<file path="src/rtl/nbb_pkg.sv">
package nbb_pkg;

   typedef enum logic [1:0] {
      ENG_IDLE = 2'd0,
      ENG_LOW  = 2'd1,
      ENG_HIGH = 2'd2
   } eng_state_t;

   // register byte offsets
   localparam logic [2:0] OFS_DATA = 3'd0;
   localparam logic [2:0] OFS_MODE = 3'd4;
   localparam logic [2:0] OFS_STAT = 3'd5;

   // mode byte field positions
   localparam int MODE_CLE_BIT = 0;
   localparam int MODE_ALE_BIT = 1;
   localparam int MODE_PWR_LSB = 2;
   localparam int MODE_CE_BIT  = 4;
   localparam int MODE_WP_BIT  = 7;
   localparam int STAT_BSY_BIT = 7;

   typedef struct packed {
      logic       cle;
      logic       ale;
      logic       ce_n;
      logic [1:0] pwr;
      logic       wp_n;
   } nf_ctl_t;

endpackage

</file>
<file path="src/rtl/nbb_rb_sync.sv">
module nbb_rb_sync #(
   parameter int   STAGES  = 2,
   parameter logic RST_VAL = 1'b1
) (
   input  logic clk,
   input  logic rst_n,
   input  logic d_async,
   output logic q_sync
);

   if (STAGES < 2) begin : g_bad_stages
      $error("nbb_rb_sync: STAGES must be at least 2");
   end

   logic [STAGES-1:0] chain;

   for (genvar i = 0; i < STAGES; i++) begin : g_stage
      if (i == 0) begin : g_first
         always_ff @(posedge clk or negedge rst_n) begin
            if (!rst_n) chain[0] <= RST_VAL;
            else        chain[0] <= d_async;
         end
      end else begin : g_next
         always_ff @(posedge clk or negedge rst_n) begin
            if (!rst_n) chain[i] <= RST_VAL;
            else        chain[i] <= chain[i-1];
         end
      end
   end

   assign q_sync = chain[STAGES-1];

endmodule

</file>
<file path="src/rtl/nbb_mode_reg.sv">
module nbb_mode_reg
   import nbb_pkg::*;
#(
   parameter int MODE_W = 8
) (
   input  logic              clk,
   input  logic              rst_n,
   input  logic              wr_en,
   input  logic [MODE_W-1:0] wr_val,
   output logic [MODE_W-1:0] mode,
   output nf_ctl_t           ctl
);

   if (MODE_W < 8) begin : g_bad_width
      $error("nbb_mode_reg: MODE_W must cover bits 0 to 7");
   end

   always_ff @(posedge clk or negedge rst_n) begin
      if (!rst_n)     mode <= '0;
      else if (wr_en) mode <= wr_val;
   end

   always_comb begin
      ctl.cle  = mode[MODE_CLE_BIT];
      ctl.ale  = mode[MODE_ALE_BIT];
      ctl.ce_n = ~mode[MODE_CE_BIT];
      ctl.pwr  = mode[MODE_PWR_LSB +: 2];
      ctl.wp_n = mode[MODE_WP_BIT];
   end

endmodule

</file>
<file path="src/rtl/nbb_byte_engine.sv">
module nbb_byte_engine
   import nbb_pkg::*;
#(
   parameter int NAND_W      = 8,
   parameter int HOST_W      = 16,
   parameter int STROBE_CLKS = 2
) (
   input  logic              clk,
   input  logic              rst_n,
   input  logic              start,
   input  logic              rd_mode,
   input  logic              wide,
   input  logic [HOST_W-1:0] wr_word,
   input  logic [NAND_W-1:0] io_in,
   output logic              busy,
   output logic              fin,
   output logic [HOST_W-1:0] rd_word,
   output logic [NAND_W-1:0] io_out,
   output logic              io_oe,
   output logic              we_n,
   output logic              re_n
);

   localparam int BEATS = HOST_W / NAND_W;
   localparam int BW    = (BEATS > 1) ? $clog2(BEATS) : 1;
   localparam int CW    = (STROBE_CLKS > 1) ? $clog2(STROBE_CLKS) : 1;
   localparam logic [CW-1:0] CNT_LAST  = CW'(STROBE_CLKS - 1);
   localparam logic [BW-1:0] BEAT_LAST = BW'(BEATS - 1);

   if (STROBE_CLKS < 1) begin : g_bad_strobe
      $error("nbb_byte_engine: STROBE_CLKS must be at least 1");
   end
   if (HOST_W % NAND_W != 0 || BEATS < 1) begin : g_bad_ratio
      $error("nbb_byte_engine: HOST_W must be a multiple of NAND_W");
   end

   eng_state_t        state;
   logic [CW-1:0]     cnt;
   logic [BW-1:0]     beat;
   logic [BW-1:0]     last_beat;
   logic              rd_q;
   logic [HOST_W-1:0] wbuf;
   logic [HOST_W-1:0] rbuf;
   logic              fin_q;
   logic              cnt_end;
   logic              take;

   assign cnt_end = (cnt == CNT_LAST);
   assign take    = (state == ENG_IDLE) && start;

   always_ff @(posedge clk or negedge rst_n) begin
      if (!rst_n) begin
         state     <= ENG_IDLE;
         cnt       <= '0;
         beat      <= '0;
         last_beat <= '0;
         rd_q      <= 1'b0;
         wbuf      <= '0;
         fin_q     <= 1'b0;
      end else begin
         fin_q <= 1'b0;
         unique case (state)
            ENG_IDLE: begin
               if (start) begin
                  state     <= ENG_LOW;
                  cnt       <= '0;
                  beat      <= '0;
                  last_beat <= wide ? BEAT_LAST : '0;
                  rd_q      <= rd_mode;
                  wbuf      <= wr_word;
               end
            end
            ENG_LOW: begin
               if (cnt_end) begin
                  cnt   <= '0;
                  state <= ENG_HIGH;
               end else begin
                  cnt <= cnt + 1'b1;
               end
            end
            ENG_HIGH: begin
               if (cnt_end) begin
                  cnt <= '0;
                  if (beat == last_beat) begin
                     state <= ENG_IDLE;
                     fin_q <= 1'b1;
                  end else begin
                     beat  <= beat + 1'b1;
                     state <= ENG_LOW;
                  end
               end else begin
                  cnt <= cnt + 1'b1;
               end
            end
            default: state <= ENG_IDLE;
         endcase
      end
   end

   // one capture lane per byte position of the host word
   for (genvar i = 0; i < BEATS; i++) begin : g_lane
      always_ff @(posedge clk or negedge rst_n) begin
         if (!rst_n)
            rbuf[i*NAND_W +: NAND_W] <= '0;
         else if (take)
            rbuf[i*NAND_W +: NAND_W] <= '0;
         else if (state == ENG_LOW && cnt_end && rd_q && beat == BW'(i))
            rbuf[i*NAND_W +: NAND_W] <= io_in;
      end
   end

   assign busy    = (state != ENG_IDLE);
   assign fin     = fin_q;
   assign rd_word = rbuf;
   assign io_out  = wbuf[beat*NAND_W +: NAND_W];
   assign io_oe   = busy && !rd_q;
   assign we_n    = !((state == ENG_LOW) && !rd_q);
   assign re_n    = !((state == ENG_LOW) && rd_q);

endmodule

</file>
<file path="src/rtl/nand_bus_bridge.sv">
module nand_bus_bridge
   import nbb_pkg::*;
#(
   parameter int HOST_W      = 16,
   parameter int NAND_W      = 8,
   parameter int ADDR_W      = 3,
   parameter int STROBE_CLKS = 2,
   parameter int SYNC_STAGES = 2
) (
   input  logic              clk,
   input  logic              rst_n,
   input  logic              h_req,
   input  logic              h_wr,
   input  logic              h_wide,
   input  logic [ADDR_W-1:0] h_addr,
   input  logic [HOST_W-1:0] h_wdata,
   output logic [HOST_W-1:0] h_rdata,
   output logic              h_done,
   input  logic [NAND_W-1:0] nf_io_in,
   output logic [NAND_W-1:0] nf_io_out,
   output logic              nf_io_oe,
   output logic              nf_ce_n,
   output logic              nf_cle,
   output logic              nf_ale,
   output logic              nf_we_n,
   output logic              nf_re_n,
   output logic              nf_wp_n,
   output logic [1:0]        nf_pwr,
   input  logic              nf_rb_n
);

   localparam int MODE_W = 8;

   if (ADDR_W < 3) begin : g_bad_addr
      $error("nand_bus_bridge: ADDR_W must reach offset 7");
   end
   if (HOST_W < MODE_W) begin : g_bad_host
      $error("nand_bus_bridge: HOST_W must hold the mode byte");
   end

   logic              rb_sync;
   logic              eng_busy;
   logic              eng_fin;
   logic [HOST_W-1:0] eng_rdata;
   logic [MODE_W-1:0] mode;
   nf_ctl_t           ctl;
   logic              accept;
   logic              hit_data;
   logic              hit_mode;
   logic              hit_stat;
   logic              reg_acc;
   logic              reg_done;
   logic [HOST_W-1:0] reg_rdata;
   logic              src_eng;

   assign hit_data = (h_addr == ADDR_W'(OFS_DATA));
   assign hit_mode = (h_addr == ADDR_W'(OFS_MODE));
   assign hit_stat = (h_addr == ADDR_W'(OFS_STAT));
   assign accept   = h_req && !eng_busy && !h_done;
   assign reg_acc  = accept && !hit_data;

   nbb_rb_sync #(
      .STAGES (SYNC_STAGES),
      .RST_VAL(1'b1)
   ) u_rb_sync (
      .clk    (clk),
      .rst_n  (rst_n),
      .d_async(nf_rb_n),
      .q_sync (rb_sync)
   );

   nbb_mode_reg #(
      .MODE_W(MODE_W)
   ) u_mode (
      .clk   (clk),
      .rst_n (rst_n),
      .wr_en (reg_acc && h_wr && hit_mode),
      .wr_val(h_wdata[MODE_W-1:0]),
      .mode  (mode),
      .ctl   (ctl)
   );

   nbb_byte_engine #(
      .NAND_W     (NAND_W),
      .HOST_W     (HOST_W),
      .STROBE_CLKS(STROBE_CLKS)
   ) u_engine (
      .clk    (clk),
      .rst_n  (rst_n),
      .start  (accept && hit_data),
      .rd_mode(!h_wr),
      .wide   (h_wide),
      .wr_word(h_wdata),
      .io_in  (nf_io_in),
      .busy   (eng_busy),
      .fin    (eng_fin),
      .rd_word(eng_rdata),
      .io_out (nf_io_out),
      .io_oe  (nf_io_oe),
      .we_n   (nf_we_n),
      .re_n   (nf_re_n)
   );

   always_ff @(posedge clk or negedge rst_n) begin
      if (!rst_n) begin
         reg_done  <= 1'b0;
         reg_rdata <= '0;
         src_eng   <= 1'b0;
      end else begin
         reg_done <= reg_acc;
         if (accept) src_eng <= hit_data;
         if (reg_acc) begin
            reg_rdata <= '0;
            if (!h_wr && hit_mode)
               reg_rdata <= HOST_W'(mode);
            else if (!h_wr && hit_stat)
               reg_rdata <= HOST_W'(!rb_sync) << STAT_BSY_BIT;
         end
      end
   end

   assign h_done  = reg_done | eng_fin;
   assign h_rdata = src_eng ? eng_rdata : reg_rdata;

   assign nf_cle  = ctl.cle;
   assign nf_ale  = ctl.ale;
   assign nf_ce_n = ctl.ce_n;
   assign nf_pwr  = ctl.pwr;
   assign nf_wp_n = ctl.wp_n;

endmodule

</file>
<file path="config.mk">
export PLATFORM = sky130hd
export DESIGN_NAME = nand_bus_bridge
export DESIGN_NICKNAME = d
export VERILOG_FILES = /design/src/rtl/nbb_pkg.sv /design/src/rtl/nbb_rb_sync.sv /design/src/rtl/nbb_mode_reg.sv /design/src/rtl/nbb_byte_engine.sv /design/src/rtl/nand_bus_bridge.sv
export SDC_FILE = /design/constraint.sdc
export NUM_CORES = 1
export LEC_CHECK = 0
export ABC_AREA = 1
export BUFFER_PORTS_ARGS = -buffer_cell sky130_fd_sc_hd__buf_2
export CORE_UTILIZATION = 32
export CTS_BUF_LIST = sky130_fd_sc_hd__clkbuf_4 sky130_fd_sc_hd__clkbuf_8
export DETAILED_ROUTE_END_ITERATION = 6
export SYNTH_ARGS = -nofsm -noshare
export SYNTH_HDL_FRONTEND = slang
export SYNTH_SLANG_ARGS = --single-unit
</file>
<file path="constraint.sdc">
create_clock -name clk -period 2.2 [get_ports clk]
set_input_delay 0.44 -clock clk [delete_from_list [all_inputs] [get_ports clk]]
set_output_delay 0.44 -clock clk [all_outputs]
set_load 0.02 [all_outputs]
</file>
---- Word level (Yosys, flattened, before mapping) ----
Cells that the tools add are included.
storage, ports and cells
  register bits after elaboration ......... 67
  bits of input ports ..................... 33
  output and inout port bits .............. 34
  logic and storage cells ................. 88
cells by class
  $add $sub $neg .......................... 2
  eq/ne operators ......................... 9
  shift operators ......................... 1
  multiplexer cells ....................... 22
  bitwise gates (word level) .............. 3
  reductions and logical operators ........ 36
operators by type and width
  operator                                                                number
  8-bit 2-to-1 mux                                                        6
  1-bit logical AND                                                       16
  16-bit 2-to-1 mux                                                       1
  16-bit by 5-bit indexed part select with 8-bit output                   1
  2-bit nonzero test                                                      5
  1-bit 2-to-1 mux                                                        9
  1-bit zero test                                                         8
  3-bit equality test (second input constant)                             2
  2-bit 2-to-1 mux                                                        3
  2-bit by 1-bit != test with 1-bit output (second input constant)        3
  2-bit one-hot mux with 3 select lines                                   1
  1-bit one-hot mux with 2 select lines                                   2
  2-bit AND reduction                                                     2
  4-bit AND reduction                                                     1
  3-bit zero test                                                         1
  3-bit AND reduction                                                     1
  1-bit adder (second input constant)                                     2
  2-bit by 1-bit equality test with 1-bit output (second input constant)  1
  2-bit equality test (second input constant)                             1
  2-bit zero test                                                         1
  2-bit != test (second input constant)                                   1
  1-bit inverter                                                          2
  2-bit OR reduction                                                      1
  1-bit equality test                                                     1
  1-bit OR                                                                1

---- Depth between registers and ports, before layout ----
Gate-level depths: netlist (run 1).
  depth in word-level cells ............... 7
  mapped depth ............................ 10
  depth with buffers taken out ............ 9

---- Cells and area by module ----
Synthesis (run 1) repeated with hierarchy kept, for this count alone.
unflattened totals
  cell total of the unflattened synthesis .. 388
  area total of the unflattened synthesis .. 2964.1 um2
modules (own cells, without submodules)
  module           times used  cells each  area each (um2)  seq. area each (um2)
  nbb_byte_engine  1           233         1860.5           975.9
  nand_bus_bridge  1           113         704.4            250.2
  nbb_mode_reg     1           40          346.6            200.2
  nbb_rb_sync      1           2           52.6             52.6

---- Worst setup path before layout (run 1) ----
OpenSTA, ideal clock, no wires.
  path type ............................... reg2reg
  start point ............................. register u_engine.state[0]
  end point ............................... register u_engine.rbuf[0], in the netlist u_engine.rd_word[0]
  arrival ................................. 1572 ps
  required time ........................... 2079 ps
  slack ................................... 507 ps
  cell stages (with the launch flop) ...... 10
  buffers on the path ..................... 2
  clock period less this slack ............ 1693 ps
  cells stage by stage .................... dfrtp_1 inv_1 ha_1 nand2_2 nor2_8 nand2_4 buf_6 buf_6 nand3_1 o21ai_1
on the way
  word-level cells in the longest chain between the ends .. 7
  elaborated cells on any way between the ends .. 13
ends and longest elaborated chain
  item                                                    RTL line                source
  start, declared                                         nbb_byte_engine.sv:37   eng_state_t state;
  start signal, assigned                                  nbb_byte_engine.sv:53   state <= ENG_IDLE;
  start signal, assigned                                  nbb_byte_engine.sv:65   state <= ENG_LOW;
  start signal, assigned                                  nbb_byte_engine.sv:76   state <= ENG_HIGH;
  2-bit nonzero test                                      nbb_byte_engine.sv:112  assign busy = (state != ENG_IDLE);
  1-bit zero test                                         nand_bus_bridge.sv:59   assign accept = h_req && !eng_busy && !h_done;
  1-bit logical AND (2 in series)                         nand_bus_bridge.sv:59
  1-bit logical AND                                       nand_bus_bridge.sv:90   .start (accept && hit_data),
  1-bit logical AND                                       nbb_byte_engine.sv:49   assign take = (state == ENG_IDLE) && start;
  8-bit 2-to-1 mux or 2-bit nonzero test (tied branches)  --
  end signal, assigned by index                           nbb_byte_engine.sv:108  rbuf[i*NAND_W +: NAND_W] <= io_in;
  end, declared                                           nbb_byte_engine.sv:43   logic [HOST_W-1:0] rbuf;
Several ways; a longest one is shown, not always the timed one.
A chain may end at the register's enable or synchronous reset.

---- Worst setup path after layout (run 1) ----
  start point ............................. register src_eng
  end point ............................... output h_rdata[2]
on the way
  word-level cells in the longest chain between the ends .. 1
ends and longest elaborated chain
  item                    RTL line                source
  start, declared         nand_bus_bridge.sv:54   logic src_eng;
  start signal, assigned  nand_bus_bridge.sv:111  if (accept) src_eng <= hit_data;
  16-bit 2-to-1 mux       nand_bus_bridge.sv:123  assign h_rdata = src_eng ? eng_rdata : reg_rdata;
  end, declared           nand_bus_bridge.sv:17   output logic [HOST_W-1:0] h_rdata,
No other way between the ends.

==> results of run 1 <==
## report_power, final
group,internal (mW),total (mW),switching [mW]
Clock,0.413,0.893,0.480
Combinational,0.583,1.63,1.04
Sequential,1.52,1.83,0.305
## layer usage
metal / up-vias / wire (um) / global-route usage
met3: 11 / 282 / 0.03002
met1: 1063 / 2935 / 0.1933
li1: 1202 / - / -
met5: - / 0 / 0
met2: 57 / 2943 / 0.2458
met4: 0 / 122 / 0.08209
## worst reg2reg max path, cell delays in order (launching register included)
cell     delay (ps)
dfrtp_1         420
inv_1           120
ha_2            280
nand2_2         120
nor2_8          210
nand2_4         210
buf_4           290
nand2_1          80
o21ai_0          70
## path summary, 6_finish.rpt
check / start / to / slack (ps) / depth (start not counted)
setup / recovery: src_eng$_DFFE_PN0P_ / h_rdata[2] / 210 / 2
hold / removal: rst_n / u_engine.wbuf[14]$_DFFE_PN0P_ / 120 / 1
setup reg to reg: u_engine.state[1]$_DFFE_PN0P_ / u_engine.wbuf[7]$_DFFE_PN0P_ / 280 / 8
hold reg to reg: u_rb_sync.chain[0]$_DFF_PN1_ / u_rb_sync.q_sync$_DFF_PN1_ / 360 / 0
max in group asynchronous: rst_n / u_engine.rd_word[4]$_DFFE_PN0P_ / 1480 / 2
min in group clk: nf_rb_n / u_rb_sync.chain[0]$_DFF_PN1_ / 200 / 1
## cells by family (layout without fill, tap and decap cells)
| family | count (synthesis) | after routing |
|---|---|---|
| compound gates | 58 | 58 |
| simple gates | 145 | 145 |
| fa+ha+maj | 5 | 5 |
| buf+inv | 71 | 146 |
| flops | 59 | 59 |
## metrics by stage
step,util,instance area (um^2)
4_1_cts,0.4089,3427
6_report,0.4092,3430
3_3_place_gp,0.3877,3249
3_5_place_dp,0.3877,3249
5_1_grt,0.4092,3430
2_1_floorplan,-,2825
## state kept, by name (all words and copies together) (netlist names)
register	flops
u_engine.wbuf	16
u_engine.state	2
u_engine.beat	1
u_rb_sync.chain	1
u_engine.cnt	1
reg_done	1
reg_rdata	8
u_engine.rd_word	16
u_engine.last_beat	1
u_engine.fin	1
u_mode.mode	8
u_engine.rd_q	1
u_rb_sync.q_sync	1
src_eng	1
## area by class of cell
class	instances	area, um^2
clock buffer	9	123.9
clock inverter	7	53.80
fill	881	4952
inverter	57	214.0
multi-input combinational	208	1032
sequential	59	1479
tap	105	131.4
timing repair buffer	73	395.4
## cell usage in the layout, fill, tap and decap left out, drive strengths merged
cell type / Yosys / final
nor3: 2 / 2
a211oi: 1 / 1
clkinv: 1 / 4
a21oi: 4 / 4
nand2: 94 / 94
ha: 5 / 5
clkbuf: 4 / 9
nor2: 8 / 8
o21ai: 53 / 53
nand4: 3 / 3
buf: 10 / 73
dfstp: 2 / 2
inv: 56 / 57
clkinvlp: 0 / 3
dfrtp: 57 / 57
nand3: 38 / 38
## timing repair
item / CTS / global route
setup buffers: 0 / 0
gates resized for setup: 0 / 1
setup endpoints to repair: 0 / 1
==> flow_metrics.tcl, run 1 <==
set metrics [dict create \
    max_freq_ghz 0.5020 \
    netlist_instances 338 \
    status "finished clean" \
    grt_pass1_wl_mm 10.38 \
    fin_crit_sh 0.9054 \
    fin_crit_ps 1992 \
    syn_avg_cell_area_um2 8.359 \
    postCtsHoldBufs 0 \
    worst_slack_ps 208.0 \
    synth_nets 376 \
    maxCapViolations 0 \
    finalSetupViolCount 0 \
    gp_congestion 0.7990 \
    io_buffer_count 66 \
    drc 0 \
    yosysWarnings 0 \
    synth_area_mm2 0.002825 \
    ys_seq_elements 59 \
    synth_top_family_by_area "simple AND/OR/NAND/NOR gates" \
    antennaDiodeCount 0 \
    p_leak_nw 1.854 \
    cpPeakStageDelay_ps 610 \
    yosysTopAreaCell "dfrtp_1" \
    die_h_um 95.96 \
    vias_per_cell 4.504 \
    hold_violations 0 \
    synth_simple_gate_area_frac 0.2294 \
    vdd_drop_max_uv 474.2 \
    track_usage 0.1527 \
    synth_mux_area_frac 0 \
    finalNetCount 446 \
    place_ws_ps 166.4 \
    p_per_area_mw_per_mm2 1267 \
    synth_edf_count 0 \
    finalNonFillerCells 518 \
    async_flop_share 1.000 \
    ys.flop_type "dfrtp_1" \
    dp_cells 502 \
    die-area_mm2 0.009208 \
    critical-path-top-delay-family "flip-flops" \
    synth_xor_area_frac 0 \
    critPathBufInv 1 \
    worst_pin_slew_ps 662.1 \
    hold_path.class "in -> async" \
    drt-initial-drc-count 72 \
    arrival_ps 1550 \
    antenna_found_initial 0 \
    first_pass_iters 4 \
    die_w_um 95.96 \
    netlist_top_cells_area "dfrtp_1 50%, nand2_1 12%, inv_1 7.4%" \
    start_util 0.3371 \
    rsz0062_at_grt "false" \
    maxSlewHeadroom 0.5586 \
    cts_buffers 9 \
    core_area_mm2 0.008382 \
    ant_nets 0 \
    power.total_mw 4.346 \
    slew_violations 0 \
    synth_seq_area_share 0.5235 \
    cp-start-kind "flop" \
    cp-end-kind "output pin" \
    cp_max_fo 21 \
    via_count 2333 \
    grt-ovfl-total 0 \
    grt_pass1_vias 2239 \
    cts_sinks 59 \
    clk_pin_slew_ps 80 \
    cts_max_level 3 \
    wl_mm 6.284 \
    clockBufferDepth 2 \
    drive_above_1_share 0.2494 \
    cp_slowest_cell "dfrtp_1" \
    synthAdderAreaFrac 0.02214 \
    cts_tree "built" \
    placementRows 33 \
    yosysTopAreaCellShare 0.5049 \
    required_ps 1760 \
    grt_max_degree 33 \
    crit_chain "o21ai_0 -> buf_2" \
    fin_worst_skew_ps 11.86 \
    syn_to_final_growth_pct 21.39 \
    crit_type "reg -> out" \
    ios 67 \
    synth_compound_area_frac 0.1129 \
    clkLatencyLatePin_ps 350 \
    root_buffer "clkbuf_8" \
    fin_tns_setup_ps 0 \
    dp_hpwl_mm 4.607 \
    holdWs_ps 123.8 \
    synthTopCellsByCount "91 x nand2_1, 57 x dfrtp_1, 56 x inv_1" \
    yosysUniqueCellTypes 26 \
    wl_per_cell_um 12.13 \
    synth.most_common_cell "nand2_1" \
]
Note: power is estimated with default switching activity, not from simulation.
==> run 2: changes to the inputs <==
--- a/config.mk
+++ b/config.mk
@@ -7,7 +7,7 @@
 export LEC_CHECK = 0
 export ABC_AREA = 1
 export BUFFER_PORTS_ARGS = -buffer_cell sky130_fd_sc_hd__buf_2
-export CORE_UTILIZATION = 32
+export CORE_UTILIZATION = 35
 export CTS_BUF_LIST = sky130_fd_sc_hd__clkbuf_4 sky130_fd_sc_hd__clkbuf_8
 export DETAILED_ROUTE_END_ITERATION = 6
 export SYNTH_ARGS = -nofsm -noshare
==> constraint.sdc (replaced) <==
create_clock -name clk -period 2 [get_ports clk]
set_input_delay 0.4 -clock clk [delete_from_list [all_inputs] [get_ports clk]]
set_output_delay 0.4 -clock clk [all_outputs]
set_load 0.02 [all_outputs]
==> flow_metrics.tcl, run 2 (synthesis gave the netlist of run 1 again) <==
set metrics [dict create \
    clk_pin_slew_ps 70 \
    cts_tree "built" \
    worst_slack_ps 120.3 \
    clockBufferDepth 2 \
    cp-end-kind "output pin" \
    hold_violations 0 \
    rsz0062_at_grt "false" \
    grt-ovfl-total 0 \
    track_usage 0.1691 \
    antenna_found_initial 0 \
    vias_per_cell 4.504 \
    cp_slowest_cell "dfrtp_1" \
    core_area_mm2 0.007767 \
    timing.rr.start "u_engine.state[0]$_DFFE_PN0P_" \
    endpoint "nf_io_oe" \
    gp_congestion 0.7516 \
    place_ws_ps 265.0 \
    wl_per_cell_um 12.60 \
    ant_nets 0 \
    wl_mm 6.525 \
    start_util 0.3637 \
    clkLatencyLatePin_ps 330 \
    fin_crit_sh 0.9398 \
    grt_pass1_wl_mm 11.05 \
    place_area_mm2 0.003261 \
    final_cell_area_mm2 0.003481 \
    ff_latch_area_mm2 0.001480 \
    placementRows 32 \
    reg2reg_to "u_engine.rd_word[5]$_DFFE_PN0P_" \
    crit_type "reg -> out" \
    maxSlewHeadroom 0.7377 \
    power.total_mw 4.987 \
    die_h_um 91.85 \
    vdd_drop_max_uv 578.9 \
    layout_common_cells "91 x nand2_1, 66 x buf_2, 56 x inv_1, 56 x dfrtp_1, 42 x o21ai_0" \
    die_w_um 91.85 \
    dp_hpwl_mm 4.800 \
    final_util 0.4481 \
    fin_tns_setup_ps 0 \
    finalNetCount 449 \
    worstRegToRegCells 8 \
    arrival_ps 1480 \
    antennaDiodeCount 0 \
    drive_above_1_share 0.2524 \
    fin_worst_skew_ps 10.53 \
    crit_start "u_engine.state[0]$_DFFE_PN0P_" \
    status "finished clean" \
    p_per_area_mw_per_mm2 1433 \
    worst_pin_slew_ps 393.5 \
    die-area_mm2 0.008436 \
    cts_max_level 3 \
    finalNonFillerCells 518 \
    via_count 2333 \
    max_freq_ghz 0.5320 \
    hold_path.class "in -> reg" \
    root_buffer "clkbuf_8" \
    ios 67 \
    cts_setup_buffers 0 \
    cp-start-kind "flop" \
    rrSetupSlack_ps 260 \
    dp_cells 501 \
    first_pass_iters 4 \
    cp_max_fo 5 \
    holdWs_ps 169.9 \
    cts_sinks 59 \
    grt_max_degree 29 \
    syn_to_final_growth_pct 23.21 \
    fin_crit_ps 1880 \
    p_leak_nw 1.898 \
    cts_buffers 9 \
    drt-initial-drc-count 84 \
    cpPeakStageDelay_ps 410 \
    multi_input_area_mm2 0.001030 \
    critical-path-top-delay-family "buffers and inverters" \
    required_ps 1600 \
    io_buffer_count 66 \
    crit_cells 5 \
    grt_pass1_vias 2355 \
    slew_violations 0 \
    n_fill_cell 809 \
    finalSetupViolCount 0 \
    layout_commonest_cell "nand2_1" \
    critPathBufInv 3 \
    maxCapViolations 0 \
    drc 0 \
    crit_chain "inv_1 -> ha_1 -> buf_4 -> nor2_1 -> buf_2" \
]
-- run 2: cell count changes in the layout (fill, tap and decap cells not counted), sizes merged --
cell and change:
clkinvlp -3, bufinv +1, dlygate4sd3 +1, clkinv -2, inv -1, buf +2
clkbuf +5
-- run 2: cell type report --
cell class,instances,area share
flip-flops and latches,59,0.4252
multi-input cells,208,0.2958
repair buffers,76,0.1208
inverters,57,0.06147
clock buffers,14,0.04996
well taps,102,0.03666
clock inverters,2,0.01006
-- run 2: worst min path at each step --
| stage | from | endpoint | slack [ps] | cells after the start |
|---|---|---|---|---|
| floorplan | rst_n | reg_done$_DFF_PN0_ | 100 | 0 |
| global placement | rst_n | u_engine.wbuf[3]$_DFFE_PN0P_ | 340 | 1 |
| detailed placement | rst_n | u_engine.wbuf[3]$_DFFE_PN0P_ | 350 | 1 |
| CTS | nf_rb_n | u_rb_sync.chain[0]$_DFF_PN1_ | 160 | 1 |
| global route | nf_rb_n | u_rb_sync.chain[0]$_DFF_PN1_ | 150 | 1 |
| finish | nf_rb_n | u_rb_sync.chain[0]$_DFF_PN1_ | 170 | 1 |
-- run 2: where the power goes --
part	leakage [nW]	internal (mW)	total [mW]	switching, mW
Combinational	1.04	0.651	1.82	1.17
Sequential	0.748	1.68	2.01	0.334
Clock	0.111	0.685	1.15	0.467
-- run 2: worst reg2reg max path, stage by stage (launching register included) --
cell	delay [ps]
dfrtp_1	420
inv_1	100
ha_1	180
nand2_2	100
nor2_8	210
nand2_4	220
o21ai_4	220
nand3_1	110
o21ai_0	100
-- run 2: timing repair --
action	in CTS	in global routing
resized for setup	0	1
endpoints found under the hold margin	12	0
setup endpoints to repair	0	7
hold buffers	1	0
-- run 2: per-layer routing --
layer	part of all wire	GRT usage
met5	0	0
met3	0.045	0.04726
met2	0.46	0.2668
met4	0.010	0.05469
met1	0.48	0.2242
